<file path="config.mk">
export PLATFORM = sky130hd
export DESIGN_NAME = spi_fifo_master
export DESIGN_NICKNAME = d
export VERILOG_FILES = /design/src/rtl/spi_fifo_master.sv
export SDC_FILE = /design/constraint.sdc
export NUM_CORES = 1
export LEC_CHECK = 0
export BUFFER_PORTS_ARGS = -buffer_cell sky130_fd_sc_hd__buf_2
export CAP_MARGIN = 20
export CORE_MARGIN = 4
export CORE_UTILIZATION = 36
export CTS_BUF_LIST = sky130_fd_sc_hd__clkbuf_8
export DETAILED_ROUTE_END_ITERATION = 7
export PLACE_DENSITY = 0.64
export SLEW_MARGIN = 20
export SYNTH_ARGS = -nofsm -noshare
export SYNTH_HDL_FRONTEND = slang
export SYNTH_SLANG_ARGS = --single-unit
</file>
<file path="constraint.sdc">
create_clock -name clk -period 4.5 [get_ports clk]
set_input_delay 0 -clock clk [delete_from_list [all_inputs] [get_ports clk]]
set_output_delay 0 -clock clk [all_outputs]
set_load 0.005 [all_outputs]
</file>
<file path="src/rtl/spi_fifo_master.sv">
module spi_fifo_master #(
  parameter int DEPTH = 8
) (
  input  logic        clk,
  input  logic        rst_n,
  input  logic        reg_en,
  input  logic        reg_we,
  input  logic [4:0]  reg_addr,
  input  logic [15:0] reg_wdata,
  output logic [15:0] reg_rdata,
  output logic        irq,
  output logic        sclk,
  output logic        mosi,
  output logic        ss_n,
  input  logic        miso
);
  localparam int AW = $clog2(DEPTH);
  localparam logic [AW:0] FULL = (AW+1)'(DEPTH);
  localparam logic [AW:0] HALF = (AW+1)'(DEPTH/2);

  logic [15:0] fmt_q;
  logic [6:0]  ctl_q;
  logic [7:0]  pre_q;
  logic        ovr_q;

  wire [7:0] scr     = fmt_q[15:8];
  wire       cpol    = fmt_q[7];
  wire       cpha    = fmt_q[6];
  wire [3:0] nm1     = (fmt_q[3:0] < 4'd3) ? 4'd3 : fmt_q[3:0];
  wire       port_en = ctl_q[4];
  wire       lbk     = ctl_q[3];

  wire wr      = reg_en && reg_we;
  wire rd      = reg_en && !reg_we;
  wire wr_data = wr && (reg_addr == 5'h08);
  wire rd_data = rd && (reg_addr == 5'h08);
  wire wr_clr  = wr && (reg_addr == 5'h14);

  logic [15:0] tx_mem [DEPTH];
  logic [15:0] rx_mem [DEPTH];
  logic [AW-1:0] tx_wp, tx_rp, rx_wp, rx_rp;
  logic [AW:0]   tx_cnt, rx_cnt;

  logic        act_q, sclk_q, mosi_q;
  logic [4:0]  edge_q;
  logic [15:0] tx_sh, rx_sh;
  logic [6:0]  div_pre;
  logic [7:0]  div_scr;

  wire [6:0]  half_m1 = (pre_q[7:1] == 7'd0) ? 7'd0 : pre_q[7:1] - 7'd1;
  wire        start   = port_en && !act_q && (tx_cnt != '0);
  wire        tick    = act_q && (div_pre == half_m1) && (div_scr == scr);
  wire        lead    = !edge_q[0];
  wire        smp     = tick && (lead != cpha);
  wire        shf     = tick && (lead == cpha);
  wire        done    = tick && (edge_q == {nm1, 1'b1});
  wire        din     = lbk ? mosi_q : miso;
  wire [15:0] rx_nxt  = smp ? {rx_sh[14:0], din} : rx_sh;
  wire [15:0] mask    = 16'hFFFF >> (4'd15 - nm1);
  wire [15:0] aligned = tx_mem[tx_rp] << (4'd15 - nm1);

  wire tx_push = wr_data && (tx_cnt != FULL);
  wire tx_pop  = start;
  wire rx_push = done && (rx_cnt != FULL);
  wire rx_pop  = rd_data && (rx_cnt != '0);

  always_ff @(posedge clk or negedge rst_n) begin
    if (!rst_n) begin
      fmt_q <= '0;
      ctl_q <= '0;
      pre_q <= '0;
      ovr_q <= 1'b0;
    end else begin
      if (wr && reg_addr == 5'h00) fmt_q <= reg_wdata;
      if (wr && reg_addr == 5'h04) ctl_q <= reg_wdata[6:0];
      if (wr && reg_addr == 5'h10) pre_q <= {reg_wdata[7:1], 1'b0};
      if (wr_clr) ovr_q <= 1'b0;
      if (done && rx_cnt == FULL) ovr_q <= 1'b1;
    end
  end

  always_ff @(posedge clk) begin
    if (tx_push) tx_mem[tx_wp] <= reg_wdata;
    if (rx_push) rx_mem[rx_wp] <= rx_nxt & mask;
  end

  always_ff @(posedge clk or negedge rst_n) begin
    if (!rst_n) begin
      tx_wp <= '0; tx_rp <= '0; tx_cnt <= '0;
      rx_wp <= '0; rx_rp <= '0; rx_cnt <= '0;
    end else begin
      if (tx_push) tx_wp <= tx_wp + 1'b1;
      if (tx_pop)  tx_rp <= tx_rp + 1'b1;
      case ({tx_push, tx_pop})
        2'b10:   tx_cnt <= tx_cnt + 1'b1;
        2'b01:   tx_cnt <= tx_cnt - 1'b1;
        default: tx_cnt <= tx_cnt;
      endcase
      if (rx_push) rx_wp <= rx_wp + 1'b1;
      if (rx_pop)  rx_rp <= rx_rp + 1'b1;
      case ({rx_push, rx_pop})
        2'b10:   rx_cnt <= rx_cnt + 1'b1;
        2'b01:   rx_cnt <= rx_cnt - 1'b1;
        default: rx_cnt <= rx_cnt;
      endcase
    end
  end

  always_ff @(posedge clk or negedge rst_n) begin
    if (!rst_n) begin
      div_pre <= '0;
      div_scr <= '0;
    end else if (!act_q || tick) begin
      div_pre <= '0;
      div_scr <= '0;
    end else if (div_pre == half_m1) begin
      div_pre <= '0;
      div_scr <= div_scr + 8'd1;
    end else begin
      div_pre <= div_pre + 7'd1;
    end
  end

  always_ff @(posedge clk or negedge rst_n) begin
    if (!rst_n) begin
      act_q  <= 1'b0;
      sclk_q <= 1'b0;
      mosi_q <= 1'b0;
      edge_q <= '0;
      tx_sh  <= '0;
      rx_sh  <= '0;
    end else if (!port_en) begin
      act_q <= 1'b0;
    end else if (start) begin
      act_q  <= 1'b1;
      edge_q <= '0;
      sclk_q <= cpol;
      rx_sh  <= '0;
      if (!cpha) begin
        mosi_q <= aligned[15];
        tx_sh  <= aligned << 1;
      end else begin
        tx_sh  <= aligned;
      end
    end else if (tick) begin
      sclk_q <= ~sclk_q;
      edge_q <= edge_q + 5'd1;
      rx_sh  <= rx_nxt;
      if (shf) begin
        mosi_q <= tx_sh[15];
        tx_sh  <= tx_sh << 1;
      end
      if (done) act_q <= 1'b0;
    end
  end

  wire [2:0] irq_vec = {ovr_q & ctl_q[2],
                        (tx_cnt <= HALF) & ctl_q[1],
                        (rx_cnt >= HALF) & ctl_q[0]};
  wire [4:0] stat = {act_q || (tx_cnt != '0), rx_cnt == FULL, rx_cnt != '0,
                     tx_cnt != FULL, tx_cnt == '0};

  assign irq  = |irq_vec;
  assign sclk = act_q ? sclk_q : cpol;
  assign mosi = mosi_q;
  assign ss_n = !act_q;

  always_comb begin
    reg_rdata = '0;
    if (rd) begin
      case (reg_addr)
        5'h00:   reg_rdata = fmt_q;
        5'h04:   reg_rdata = {9'd0, ctl_q};
        5'h08:   reg_rdata = (rx_cnt != '0) ? rx_mem[rx_rp] : 16'd0;
        5'h0C:   reg_rdata = {11'd0, stat};
        5'h10:   reg_rdata = {8'd0, pre_q};
        5'h14:   reg_rdata = {13'd0, irq_vec};
        default: reg_rdata = '0;
      endcase
    end
  end

  assert_tx_bound_R6: assert property (@(posedge clk) disable iff (!rst_n)
    tx_cnt <= FULL);
  assert_full_write_drop_R6: assert property (@(posedge clk) disable iff (!rst_n)
    (wr_data && tx_cnt == FULL && !tx_pop) |=> tx_cnt == FULL);
  assert_ovr_set_R9: assert property (@(posedge clk) disable iff (!rst_n)
    (done && rx_cnt == FULL) |=> ovr_q);
  assert_ovr_drop_R9: assert property (@(posedge clk) disable iff (!rst_n)
    (done && rx_cnt == FULL && !rx_pop) |=> rx_cnt == FULL);
  assert_stop_on_disable_R12: assert property (@(posedge clk) disable iff (!rst_n)
    !port_en |=> ss_n);
  assert_irq_masked_R10: assert property (@(posedge clk) disable iff (!rst_n)
    (ctl_q[2:0] == 3'd0) |-> !irq);
endmodule

</file>
==> results.sh <==
export IMPL_status="completed"
export IMPL_sw_frac_of_total=0.317
export IMPL_syn_inst=1122
export IMPL_seq_area_frac_synth=0.626
export IMPL_die_x_microns=222
export IMPL_setup_violations=0
export IMPL_worst_slack_ns=0.661
export IMPL_hold_violations=0
export IMPL_slew_headroom=0.280
export IMPL_fin_util=0.417
export IMPL_clock_path_buffers=3
export IMPL_internal_power_mw=6.12
export IMPL_final_cell_mix="edfxtp_1, dfrtp_1, nor2_1"
export IMPL_drv_slew=0
export IMPL_top_layer_used="met4"
export IMPL_cp_start_kind="register"
export IMPL_drive_above_1_share=0.246
export IMPL_p_clk_frac=0.283
export IMPL_synth_top_area_share=0.466
export IMPL_finalClockSkew_ns=0.0160
export IMPL_max_cap_violations=0
export IMPL_path_clk_slew_ns=0.07
export IMPL_area_delta_synth_final_pct=14.7
export IMPL_avgSynthCellArea_sq_um=14.7
export IMPL_dpl_hpwl_mm=26.5
export IMPL_synth_fp_nets=1163
export IMPL_yosys_most_used_dff="edfxtp_1"
export IMPL_ant_nets=0
export IMPL_pre_cts_ws_ns=0.741
export IMPL_grt_overflow=0
export IMPL_yosysUniqueCellTypes=75
export IMPL_rsz0062_at_grt="no"
export IMPL_drc=0
export IMPL_clock_sink_count=362
export IMPL_wl_met1_mm=17.3
export IMPL_synth_edf_count=256
export IMPL_wl_met3_mm=2.24
export IMPL_cts_hold_buffers=24
export IMPL_finalCriticalPeriod_ns=3.84
export IMPL_first_pass_iters=5
export IMPL_cts_buffers=54
export IMPL_regArea_sq_mm=0.0103
export IMPL_multiInputGateArea_sq_mm=0.00586
export IMPL_grt_max_degree=68
export IMPL_crit_required_ns=4.98
export IMPL_nNetsFinal=1274
export IMPL_grt_first_pass_wirelength_mm=61.4
export IMPL_p_leak_nw=6.71
export IMPL_path_class="reg -> reg"
export IMPL_via_per_inst=5.41
export IMPL_arrival_ns=4.32
export IMPL_combPwrFrac=0.261
export IMPL_post_cts_buffers=0
export IMPL_p_seq_frac=0.456
export IMPL_core_sq_mm=0.0454
export IMPL_yosys_warnings=0
export IMPL_post_cts_resized=0
export IMPL_routed_wl_mm=39.4
export IMPL_dp_cells=1753
export IMPL_endpoint_kind="register"
export IMPL_p_sw_mw=2.83
export IMPL_irDropWorstVdd_mv=0.321
export IMPL_ys_ff_latch=362
export IMPL_initial_core_util=0.364
export IMPL_dr_first_iter_drc_count=949
export IMPL_grtUsageTotal=0.158
export IMPL_route_met2_wl_mm=18.6
export IMPL_min_path_type="in -> async"
export IMPL_clock_fmax_mhz=260
export IMPL_num_io_pins=46
export IMPL_clk_latency_ns=0.60
export IMPL_vias=10200
export IMPL_worst_slew_pin_slew_ns=1.07
export IMPL_grt_pass1_vias=10400
export IMPL_synth_top_area_cell="edfxtp_1"
export IMPL_final_cells=1880
export IMPL_antenna_found_initial=0
export IMPL_async_flop_share=0.293
export IMPL_period_share=0.853
export IMPL_cts_root_buf="clkbuf_8"
export IMPL_power_density_mw_per_mm2=473
export IMPL_globalplace_congestion=0.871
export IMPL_num_rows=78
export IMPL_critPathMaxFanout=7
export IMPL_yosys_top_cells_area="edfxtp_1, dfrtp_1, mux4_2"
export IMPL_nFillCells=4151
export IMPL_tritoncts="done"
export IMPL_dieArea_sq_mm=0.0493
export IMPL_netlist_area_sq_mm=0.0165
export IMPL_io_buffers=45
export IMPL_wl_per_cell_microns=20.9
export IMPL_fp_dieH_microns=222
export IMPL_layout_cells_most_common="edfxtp_1"
export IMPL_h_tree_depth=2
## routing by layer
| layer | vias to the layer above | global-route usage |
|---|---|---|
| met5 | - | 0 |
| met2 | 313 | 0.255 |
| met1 | 5186 | 0.215 |
| met4 | 0 | 0.0550 |
| met3 | 78 | 0.0332 |
| li1 | 4596 | - |
## through the flow
step                      hold slack [ns]  total power, mW  TNS (ns)  cell area (sq um)
after floorplan                    -0.296             5.74    -16.40              16500
after global placement              0.159             6.41         0              17600
after detailed placement            0.164             6.45         0              17600
after CTS                          0.0119             9.01         0              18900
after global routing               0.0634             9.44         0              18900
final                              0.0273             8.95         0              18900
## logic make-up (layout without fill, tap and decap cells)
logic type,after synthesis,after routing,synth area share
multiplexers,180,180,0.164
XOR/XNOR,40,40,0.0212
AO/OA/AOI/OAI,174,174,0.0744
buffers and inverters,89,246,0.0226
AND/OR/NAND/NOR,262,262,0.0795
flip-flops,362,362,0.626
adder cells (fa/ha/maj),15,15,0.0118
other,0,1,0
## power by group through the flow
stage	combinational, mW	sequential (mW)	clock [mW]
after CTS	2.32	4.08	2.60
after floorplan	1.81	3.93	0
after detailed placement	2.30	4.15	0
after global placement	2.26	4.15	0
final	2.33	4.08	2.54
after global routing	2.55	4.13	2.76
## cell usage after synthesis, types with 3 or more instances
cell type and n:
nor2_1 84, o32ai_1 4, nor2b_1 8, or3_1 5
a32oi_1 4, buf_4 4, o2bb2ai_1 12, nor4b_1 3
nor3_1 18, o31ai_1 4, a31oi_1 5, edfxtp_1 256
a21o_1 3, nor4_1 8, a211oi_1 4, a22o_1 3
inv_1 28, o22ai_1 5, ha_1 14, nand4_1 9
nand3_1 18, mux4_2 66, clkbuf_1 40, a22oi_1 20
and2_1 9, mux2i_1 51, a2bb2oi_1 3, o21ai_0 33
nand2_1 60, and3_1 6, a21oi_1 35, nand3b_1 8
a32o_1 6, buf_1 6, xnor2_1 23, a221oi_1 6
buf_2 7, nand2b_1 6, dfrtp_1 106, xor2_1 17
or4_1 7, mux2_2 63, o221ai_1 4
## worst max-delay path, stage by stage (launching register included)
cell and delay (ns):
dfrtp_1 0.44, inv_1 0.10, ha_1 0.20, or4b_1 0.60
or4_1 0.47, o211ai_2 0.12, and3_1 0.23, and4_1 0.24
nand3_1 0.14, ha_1 0.32, xor2_1 0.17, ha_1 0.18
a21oi_1 0.14, xor2_1 0.16, nor2_1 0.07, xor2_1 0.14
## flip-flops by register name, indices dropped and copies added, names as in the netlist, 4 cells and up
name / count
rx_sh: 16
tx_sh: 16
tx_cnt: 4
fmt_q: 16
div_pre: 7
edge_q: 5
ctl_q: 7
tx_mem: 128
rx_cnt: 4
rx_mem: 128
div_scr: 8
pre_q: 7
## final cells by class
class / instances / area share
sequential: 362 / 0.546
multi-input combinational: 671 / 0.310
clock buffer: 61 / 0.0444
timing repair buffer: 114 / 0.0432
tap: 600 / 0.0397
clock inverter: 41 / 0.0105
inverter: 30 / 0.00595
antenna: 1 / 0.000132
## path summary, 6_finish.rpt
| check | from | to | slack, ns | depth (start not counted) |
|---|---|---|---|---|
| worst max-delay path | pre_q[1] | rx_cnt[2] | 0.66 | 15 |
| worst min-delay path | rst_n | rx_rp[0] | 0.03 | 2 |
| worst max register to register | pre_q[1] | rx_cnt[2] | 0.66 | 15 |
| worst min register to register | tx_sh[11] | tx_sh[12] | 0.49 | 2 |
| max in group asynchronous | rst_n | tx_rp[0] | 3.34 | 3 |
| min in group clk | reg_addr[3] | tx_wp[1] | 0.05 | 5 |
Note: power is estimated with default switching activity, not from simulation.
